## src/rtl/pwrseq_pkg.sv

```systemverilog
// Shared state encoding and LED colour codes of the push-button power sequencer.
package pwrseq_pkg;

    typedef enum logic [3:0] {
        ST_IDLE,     // waiting for a press
        ST_ARM,      // pressed, waiting for release before power-up
        ST_PGWAIT,   // enable on, waiting for module power-good
        ST_PGDLY,    // settling delay after power-good
        ST_PHYRST,   // PHY reset line driven low
        ST_READY,    // operating, no condition
        ST_WARN,     // operating, warning
        ST_SOFT,     // operating, soft error
        ST_HOLD,     // button held, timing the long press
        ST_SLOTDN,   // slot shutdown wait
        ST_OFFREL,   // power off, waiting for release
        ST_HARD,     // hard error latched
        ST_ACK       // hard error acknowledged
    } seq_state_t;

    localparam logic [2:0] LED_OFF = 3'b000;
    localparam logic [2:0] LED_SEQ = 3'b001;
    localparam logic [2:0] LED_GRN = 3'b010;
    localparam logic [2:0] LED_YEL = 3'b110;
    localparam logic [2:0] LED_RED = 3'b100;

    // True for the three substates of the operating group.
    function automatic logic is_oper(seq_state_t s);
        return (s == ST_READY) || (s == ST_WARN) || (s == ST_SOFT);
    endfunction

endpackage

```

## src/rtl/pwrseq_debounce.sv

```systemverilog
// Button filter: two-flop synchroniser followed by a stability counter.
// The filtered level takes a new value only after the synchronised level has
// differed from it for STABLE_CYC consecutive cycles. Resets to released (1).
// Also flags a one-cycle pulse on each filtered falling edge (press).
module pwrseq_debounce #(
    parameter int unsigned STABLE_CYC = 1250000
) (
    input  logic clk,
    input  logic rst_n,
    input  logic raw_n,
    output logic level,
    output logic fall
);
    localparam int unsigned CW = (STABLE_CYC > 1) ? $clog2(STABLE_CYC) : 1;
    localparam logic [CW-1:0] LAST = CW'(STABLE_CYC - 1);

    logic [1:0]    sync_q;
    logic [CW-1:0] cnt_q;
    logic          filt_q;
    logic          prev_q;

    // Bring the asynchronous button into the clock domain.
    always_ff @(posedge clk) begin
        if (!rst_n) sync_q <= 2'b11;
        else        sync_q <= {sync_q[0], raw_n};
    end

    // Count cycles of disagreement and accept the level once the count is full.
    always_ff @(posedge clk) begin
        if (!rst_n) begin
            cnt_q  <= '0;
            filt_q <= 1'b1;
        end else if (sync_q[1] == filt_q) begin
            cnt_q  <= '0;
        end else if (cnt_q == LAST) begin
            cnt_q  <= '0;
            filt_q <= sync_q[1];
        end else begin
            cnt_q  <= cnt_q + 1'b1;
        end
    end

    // Remember the previous filtered level for edge detection.
    always_ff @(posedge clk) begin
        if (!rst_n) prev_q <= 1'b1;
        else        prev_q <= filt_q;
    end

    assign level = filt_q;
    assign fall  = prev_q & ~filt_q;


    level_needs_full_count_chk: assert property (@(posedge clk) disable iff (!rst_n)
        !$stable(filt_q) |-> ($past(cnt_q) == LAST));

endmodule

```

## src/rtl/pwrseq_timer.sv

```systemverilog
// Reloadable down-counter shared by all timed states. A load sets the count;
// it then decrements to zero and rests there. Expired reads 1 at zero.
// A state that loads N-1 on entry and leaves on expiry lasts N cycles.
module pwrseq_timer #(
    parameter int unsigned W = 8
) (
    input  logic         clk,
    input  logic         rst_n,
    input  logic         load,
    input  logic [W-1:0] load_val,
    output logic         expired
);
    logic [W-1:0] cnt_q;

    // Load on request, otherwise count down and stop at zero.
    always_ff @(posedge clk) begin
        if (!rst_n)           cnt_q <= '0;
        else if (load)        cnt_q <= load_val;
        else if (cnt_q != '0) cnt_q <= cnt_q - 1'b1;
    end

    assign expired = (cnt_q == '0);


    rests_at_zero_chk: assert property (@(posedge clk) disable iff (!rst_n)
        (!load && expired) |=> expired);

endmodule

```

## src/rtl/pwrseq_fsm.sv

```systemverilog
// Sequencer state machine. Assumes a debounced button level with a press
// pulse, and mod_pg synchronous to clk. It drives the timer load and decodes
// the Moore outputs: power enable, PHY reset drive and status LED colour.
module pwrseq_fsm
    import pwrseq_pkg::*;
#(
    parameter int unsigned TW       = 8,
    parameter int unsigned PGD_CYC  = 20,
    parameter int unsigned RST_CYC  = 10,
    parameter int unsigned HOLD_CYC = 100,
    parameter int unsigned SLOT_CYC = 15
) (
    input  logic          clk,
    input  logic          rst_n,
    input  logic          btn_level,
    input  logic          btn_press,
    input  logic          mod_pg,
    input  logic          warn_in,
    input  logic          soft_err_in,
    input  logic          hard_err_in,
    input  logic          tmr_expired,
    output logic          tmr_load,
    output logic [TW-1:0] tmr_val,
    output logic          pwr_en,
    output logic          phy_rst_oe,
    output logic [2:0]    led_rgb
);
    localparam logic [TW-1:0] PGD_LD  = TW'(PGD_CYC - 1);
    localparam logic [TW-1:0] RST_LD  = TW'(RST_CYC - 1);
    localparam logic [TW-1:0] HOLD_LD = TW'(HOLD_CYC - 1);
    localparam logic [TW-1:0] SLOT_LD = TW'(SLOT_CYC - 1);

    seq_state_t st_q, nxt, saved_q, oper_pick;

    // Operating substate wanted by the condition inputs, highest severity first.
    always_comb begin
        if (soft_err_in)  oper_pick = ST_SOFT;
        else if (warn_in) oper_pick = ST_WARN;
        else              oper_pick = ST_READY;
    end

    // Next state and timer load, with the hard-error override applied last.
    always_comb begin
        nxt      = st_q;
        tmr_load = 1'b0;
        tmr_val  = '0;
        case (st_q)
            ST_IDLE:   if (btn_press) nxt = ST_ARM;
            ST_ARM:    if (btn_level) nxt = ST_PGWAIT;
            ST_PGWAIT: if (mod_pg) begin
                           nxt = ST_PGDLY; tmr_load = 1'b1; tmr_val = PGD_LD;
                       end
            ST_PGDLY:  if (tmr_expired) begin
                           nxt = ST_PHYRST; tmr_load = 1'b1; tmr_val = RST_LD;
                       end
            ST_PHYRST: if (tmr_expired) nxt = ST_READY;
            ST_READY, ST_WARN, ST_SOFT: begin
                if (btn_press) begin
                    nxt = ST_HOLD; tmr_load = 1'b1; tmr_val = HOLD_LD;
                end else begin
                    nxt = oper_pick;
                end
            end
            ST_HOLD: begin
                if (btn_level) nxt = saved_q;
                else if (tmr_expired) begin
                    nxt = ST_SLOTDN; tmr_load = 1'b1; tmr_val = SLOT_LD;
                end
            end
            ST_SLOTDN: if (tmr_expired) nxt = ST_OFFREL;
            ST_OFFREL: if (btn_level) nxt = ST_IDLE;
            ST_HARD:   if (btn_press) nxt = ST_ACK;
            ST_ACK:    nxt = ST_OFFREL;
            default:   nxt = ST_IDLE;
        endcase
        if (hard_err_in && !(st_q == ST_HARD && btn_press)) begin
            nxt      = ST_HARD;
            tmr_load = 1'b0;
            tmr_val  = '0;
        end
    end

    // State register.
    always_ff @(posedge clk) begin
        if (!rst_n) st_q <= ST_IDLE;
        else        st_q <= nxt;
    end

    // Remember which operating substate a long-press timing started from.
    always_ff @(posedge clk) begin
        if (!rst_n)                                saved_q <= ST_READY;
        else if (is_oper(st_q) && nxt == ST_HOLD)  saved_q <= st_q;
    end

    // Moore output decode.
    always_comb begin
        pwr_en     = 1'b0;
        phy_rst_oe = 1'b0;
        led_rgb    = LED_OFF;
        case (st_q)
            ST_PGWAIT, ST_PGDLY: begin pwr_en = 1'b1; led_rgb = LED_SEQ; end
            ST_PHYRST: begin pwr_en = 1'b1; phy_rst_oe = 1'b1; led_rgb = LED_SEQ; end
            ST_READY:  begin pwr_en = 1'b1; led_rgb = LED_GRN; end
            ST_WARN:   begin pwr_en = 1'b1; led_rgb = LED_YEL; end
            ST_SOFT:   begin pwr_en = 1'b1; led_rgb = LED_RED; end
            ST_HOLD: begin
                pwr_en = 1'b1;
                case (saved_q)
                    ST_WARN: led_rgb = LED_YEL;
                    ST_SOFT: led_rgb = LED_RED;
                    default: led_rgb = LED_GRN;
                endcase
            end
            ST_SLOTDN: begin pwr_en = 1'b1; led_rgb = LED_SEQ; end
            ST_HARD, ST_ACK: led_rgb = LED_RED;
            default: ;
        endcase
    end


    enable_after_release_chk: assert property (@(posedge clk) disable iff (!rst_n)
        $rose(pwr_en) |-> ($past(st_q) == ST_ARM) && $past(btn_level));


    phy_pulse_after_delay_chk: assert property (@(posedge clk) disable iff (!rst_n)
        $rose(phy_rst_oe) |-> ($past(st_q) == ST_PGDLY) && $past(tmr_expired));


    slot_wait_timed_chk: assert property (@(posedge clk) disable iff (!rst_n)
        (st_q == ST_OFFREL && $past(st_q) == ST_SLOTDN) |-> $past(tmr_expired));


    hard_error_forces_chk: assert property (@(posedge clk) disable iff (!rst_n)
        hard_err_in |=> (st_q == ST_HARD || st_q == ST_ACK));

endmodule

```

## src/rtl/pwrseq_top.sv

```systemverilog
// Push-button power sequencer top. Wires the button filter, the shared timer
// and the state machine, and gates the passthrough pads so they are only
// driven while the power-on enable is high. Interval parameters are in cycles.
module pwrseq_top #(
    parameter int unsigned DB_CYC   = 1250000,    // 10 ms at 125 MHz
    parameter int unsigned PGD_CYC  = 625000,     // 5 ms settling delay
    parameter int unsigned RST_CYC  = 125000,     // 1 ms PHY reset pulse
    parameter int unsigned HOLD_CYC = 250000000,  // 2 s long press
    parameter int unsigned SLOT_CYC = 1250000,    // 10 ms slot shutdown
    parameter int unsigned PT_W     = 4
) (
    input  logic            clk,
    input  logic            rst_n,
    input  logic            btn_raw_n,
    input  logic            mod_pg,
    input  logic            warn_in,
    input  logic            soft_err_in,
    input  logic            hard_err_in,
    input  logic [PT_W-1:0] pt_in,
    output logic            pwr_en,
    output logic            phy_rst_oe,
    output logic [2:0]      led_rgb,
    output logic [PT_W-1:0] pt_out,
    output logic [PT_W-1:0] pt_oe
);
    localparam int unsigned MAX_AB = (PGD_CYC > RST_CYC) ? PGD_CYC : RST_CYC;
    localparam int unsigned MAX_CD = (HOLD_CYC > SLOT_CYC) ? HOLD_CYC : SLOT_CYC;
    localparam int unsigned MAXC   = (MAX_AB > MAX_CD) ? MAX_AB : MAX_CD;
    localparam int unsigned TW     = $clog2(MAXC) + 1;

    logic          btn_level, btn_press;
    logic          tmr_load, tmr_expired;
    logic [TW-1:0] tmr_val;

    pwrseq_debounce #(.STABLE_CYC(DB_CYC)) u_btn (
        .clk   (clk),
        .rst_n (rst_n),
        .raw_n (btn_raw_n),
        .level (btn_level),
        .fall  (btn_press)
    );

    pwrseq_timer #(.W(TW)) u_tmr (
        .clk      (clk),
        .rst_n    (rst_n),
        .load     (tmr_load),
        .load_val (tmr_val),
        .expired  (tmr_expired)
    );

    pwrseq_fsm #(
        .TW       (TW),
        .PGD_CYC  (PGD_CYC),
        .RST_CYC  (RST_CYC),
        .HOLD_CYC (HOLD_CYC),
        .SLOT_CYC (SLOT_CYC)
    ) u_fsm (
        .clk         (clk),
        .rst_n       (rst_n),
        .btn_level   (btn_level),
        .btn_press   (btn_press),
        .mod_pg      (mod_pg),
        .warn_in     (warn_in),
        .soft_err_in (soft_err_in),
        .hard_err_in (hard_err_in),
        .tmr_expired (tmr_expired),
        .tmr_load    (tmr_load),
        .tmr_val     (tmr_val),
        .pwr_en      (pwr_en),
        .phy_rst_oe  (phy_rst_oe),
        .led_rgb     (led_rgb)
    );

    // One gated pad per passthrough bit: driven only while the board is on.
    for (genvar i = 0; i < PT_W; i++) begin : g_pad
        assign pt_out[i] = pwr_en & pt_in[i];
        assign pt_oe[i]  = pwr_en;
    end


    pads_quiet_when_off_chk: assert property (@(posedge clk) disable iff (!rst_n)
        !pwr_en |-> (pt_oe == '0) && (pt_out == '0));

endmodule

```

## config.mk

```make
export PLATFORM = sky130hd
export DESIGN_NAME = pwrseq_top
export DESIGN_NICKNAME = d
export VERILOG_FILES = /design/src/rtl/pwrseq_pkg.sv /design/src/rtl/pwrseq_debounce.sv /design/src/rtl/pwrseq_timer.sv /design/src/rtl/pwrseq_fsm.sv /design/src/rtl/pwrseq_top.sv
export SDC_FILE = /design/constraint.sdc
export NUM_CORES = 1
export LEC_CHECK = 0
export ABC_AREA = 1
export BUFFER_PORTS_ARGS = -buffer_cell sky130_fd_sc_hd__clkbuf_2
export CORE_AREA = 2 2 87 89
export CTS_BUF_LIST = sky130_fd_sc_hd__clkbuf_8
export DETAILED_ROUTE_END_ITERATION = 10
export DIE_AREA = 0 0 89 91
export PLACE_DENSITY = 0.8
export SLEW_MARGIN = 20
export SYNTH_ARGS = -nofsm -noshare
export SYNTH_HDL_FRONTEND = slang
export SYNTH_HIERARCHICAL = 1
export SYNTH_SLANG_ARGS = --single-unit
```

## constraint.sdc

```tcl
create_clock -name clk -period 5 [get_ports clk]
set_input_delay 0.25 -clock clk [delete_from_list [all_inputs] [get_ports clk]]
set_output_delay 0.25 -clock clk [all_outputs]
set_load 0.01 [all_outputs]
```

==> summary.txt <==
Status
  • Status: complete, no violations

Global route
  • Global route overflow: 0
  • Initial antenna violation count: 0
  • Gr usage total: 0.2528
  • Largest net degree at the start of global routing: 36
  • Vias in the first global route: 3,756
  • First-pass GRT wire length: 16,300 um

Routing
  • Via count: 3,996
  • Vias per cell: 5.136
  • Wirelength per Cell: 12.22 um
  • Routed wire length: 9505 um
  • Final ANT Viol Nets: 0
  • DRC: 0
  • DRT Pass-1 Iters: 5
  • Starting DRC count in detailed routing: about 220

Yosys
  • Post-synth top area cell: dfxtp_1
  • Most used DFF post-synth: dfxtp_1
  • Mapped Cells: around 670
  • Synth cell count leaders: 180 x nand2_1, 101 x nor2_1, 70 x inv_1
  • Top area cells in the synthesized netlist: dfxtp_1 29%, nand2_1 16%, nor2_1 9.0%
  • #FFs+latches synth: 62
  • Post-synth EDFFs: 0
  • Asr flop ratio synth: 0
  • Most frequent cell after synthesis: nand2_1
  • Yosys top cell area share: 0.2933
  • Mapped Area: 4232 um2
  • Synth unique cells: 33
  • Avg Cell Area, Syn: 6.325 um2
  • Synth warn: 6
  • Seq/Total Area, Yosys: 0.2933

Worst setup path
  • CP Capture Type: flip-flop
  • Reg2reg start: u_tmr/cnt_q[0]$_SDFFE_PN0P_
  • WP data required: around 5.3 ns
  • Worst setup path class: flip-flop to flip-flop
  • CP startpoint: u_tmr/cnt_q[0]$_SDFFE_PN0P_
  • Reg2Reg Setup Slack: roughly 1.9 ns
  • Max FO, Critical Path: 35
  • CP arrival: approximately 3.4 ns
  • Critical path startpoint category: flip-flop

CTS
  • CTS H-tree depth: 3
  • CTS Buf Count: 9
  • Clock transition time at the flip-flop clock pins of the worst setup and hold paths: 0.07 ns
  • Clock sink count: between 60 and 70
  • Clk_lat worst skew: 0.34 ns
  • Post-CTS Setup Inserts: 0
  • Post-CTS Resized: 0
  • CTS Hold Bufs: 0
  • Clock buffer depth: 2
  • Clock tree root driver cell: clkbuf_8
  • Clock tree from TritonCTS: yes

Die
  • Die X: 89 um
  • Die height: slightly above 90 um
  • Ports: 24
  • Initial Utilization: 0.5929
  • Die area: around 8100 um2
  • Std cell rows: 31
  • Core area: 7137 um2

Placed design
  • RD Place Congestion: 0.9327
  • Post-DP HPWL: 7082 um
  • Placed cells: 762
  • I/O Buffers: 23

Pwr
  • Worst VDD drop: 287.3 uV
  • Switching pwr: between 1 and 1.5 mW
  • Pwr/cell area: just over 600 nW/um2
  • Leak: between 1.5 and 2 nW
  • Switching Share: 0.5035
  • Clock group share of total power: 0.142
  • Comb pwr share: 0.585
  • Sequential share of power: 0.273
  • Internal Power: 1.325 mW

Layout
  • Layout Cells excl Fill: 778
  • Layout cells sized above 1: 0.1546
  • ANT cells: 0
  • Area growth, synth to finish: 4.317%
  • # nets final: 688

Timing
  • Slew Viols, Final: 0
  • Slew HR: 0.4816
  • Fin crit share: 0.6295
  • Final min period: 3.148 ns
  • Post-route setup TNS: 0 ns
  • Worst Tran Pin Value: 0.7716 ns
  • Clk_skew: 0.009777 ns
  • Fin. Hold Viols: 0
  • Count of final setup violators: 0
  • RSZ-0062 raised after global routing: no
  • Fmax: 0.3177 GHz

Worst hold path
  • Type of the tightest min-delay check: primary input to flip-flop
  • Worst Min Path Start: btn_raw_n

Flow run
  • Max cap viols: 0
area by class of cell:
class                      count  area [um2]
fill                         673        2723
multi-input combinational    498        2464
sequential                    62        1241
inverter                      79       296.5
clock buffer                  10       137.6
tap                           99       123.9
timing repair buffer          24       122.6
clock inverter                 6       28.78
through the flow:
stage / utilization / cell area [um2] / total power, mW / hold WS, ns / setup WS [ns]
after global placement: 0.5952 / 4248 / 2.241 / 0.3913 / 2.109
after CTS: 0.6185 / 4414 / 2.666 / 0.07055 / 1.921
after floorplan: - / 4239 / 1.992 / 0.3187 / 2.394
after detailed placement: 0.5952 / 4248 / 2.275 / 0.3934 / 1.948
after global routing: 0.6185 / 4414 / 2.941 / 0.06652 / 1.489
final: 0.6185 / 4414 / 2.670 / 0.07739 / 1.852
layout by cell type, fill, tap and decap left out:
cell type	Yosys	routed
or2_2	2	2
o211ai_1	2	2
o21bai_1	1	1
nand3_2	5	5
o21ai_1	3	3
dfxtp_1	62	62
nor2_4	12	12
o2111ai_1	1	1
xor2_1	11	11
a21oi_1	36	36
xnor2_1	12	12
inv_1	70	71
inv_2	9	9
nor2_2	19	19
o21ai_0	16	16
nand4_1	16	16
buf_4	23	1
nand3_1	45	45
ha_1	3	3
nand3b_1	2	2
clkbuf_2	0	23
nor2_1	101	101
o22ai_1	1	1
clkinv_2	0	5
nand3_4	1	1
clkbuf_8	0	10
nand2_4	2	2
conb_1	1	3
nand2_1	180	180
or2_0	1	1
a21oi_2	3	3
nor3_1	7	7
nand2_2	13	13
critical path, stage by stage (launching register included):
cell	delay (ns)
dfxtp_1	0.32
inv_1	0.12
ha_1	0.19
nand2_1	0.06
nor2_1	0.16
nand2_1	0.07
nor3_1	0.65
nand3_1	0.25
nand2_1	0.12
nand2_1	0.10
nand2_1	0.08
buf_4	0.33
inv_1	0.20
o21ai_0	0.13
o22ai_1	0.09
nor3_1	0.17
worst paths after layout:
| kind | cells after the start | to |
|---|---|---|
| setup / recovery | 15 | u_tmr/cnt_q[4]$_SDFFE_PN0P_ |
| hold / removal | 3 | u_btn/sync_q[0]$_SDFF_PN1_ |
| setup reg to reg | 15 | u_tmr/cnt_q[4]$_SDFFE_PN0P_ |
| hold reg to reg | 2 | u_btn/sync_q[1]$_SDFF_PN1_ |
flip-flops by register name (all words and copies together) (netlist names):
signal and count:
u_fsm/st_q 4, u_btn/prev_q 1, u_btn/level 1, u_fsm/saved_q 4, u_tmr/cnt_q 29, u_btn/cnt_q 21, u_btn/sync_q 2
layer usage:
metal,up-vias,GRT usage,wire [um]
li1,2087,-,-
met1,1799,0.3149,4273
met2,97,0.4285,4657
met3,13,0.04182,419
met4,0,0.09826,155
met5,-,0,0
cells by family after synthesis:
kind of cell,Yosys count,share of synthesized area
other,1,0.0008862
AO/OA/AOI/OAI,63,0.08013
AND/OR/NAND/NOR,406,0.4429
flip-flops,62,0.2933
XOR/XNOR,23,0.04760
adder cells (fa/ha/maj),3,0.008871
buffers and inverters,111,0.1263
power groups by stage:
stage	Combinational [mW]	Sequential (mW)	Clock, mW
after floorplan	1.29	0.701	0
after global placement	1.51	0.733	0
after detailed placement	1.54	0.735	0
after CTS	1.55	0.725	0.393
after global routing	1.79	0.740	0.413
final	1.56	0.729	0.380
Note: power is estimated with default switching activity, not from simulation.
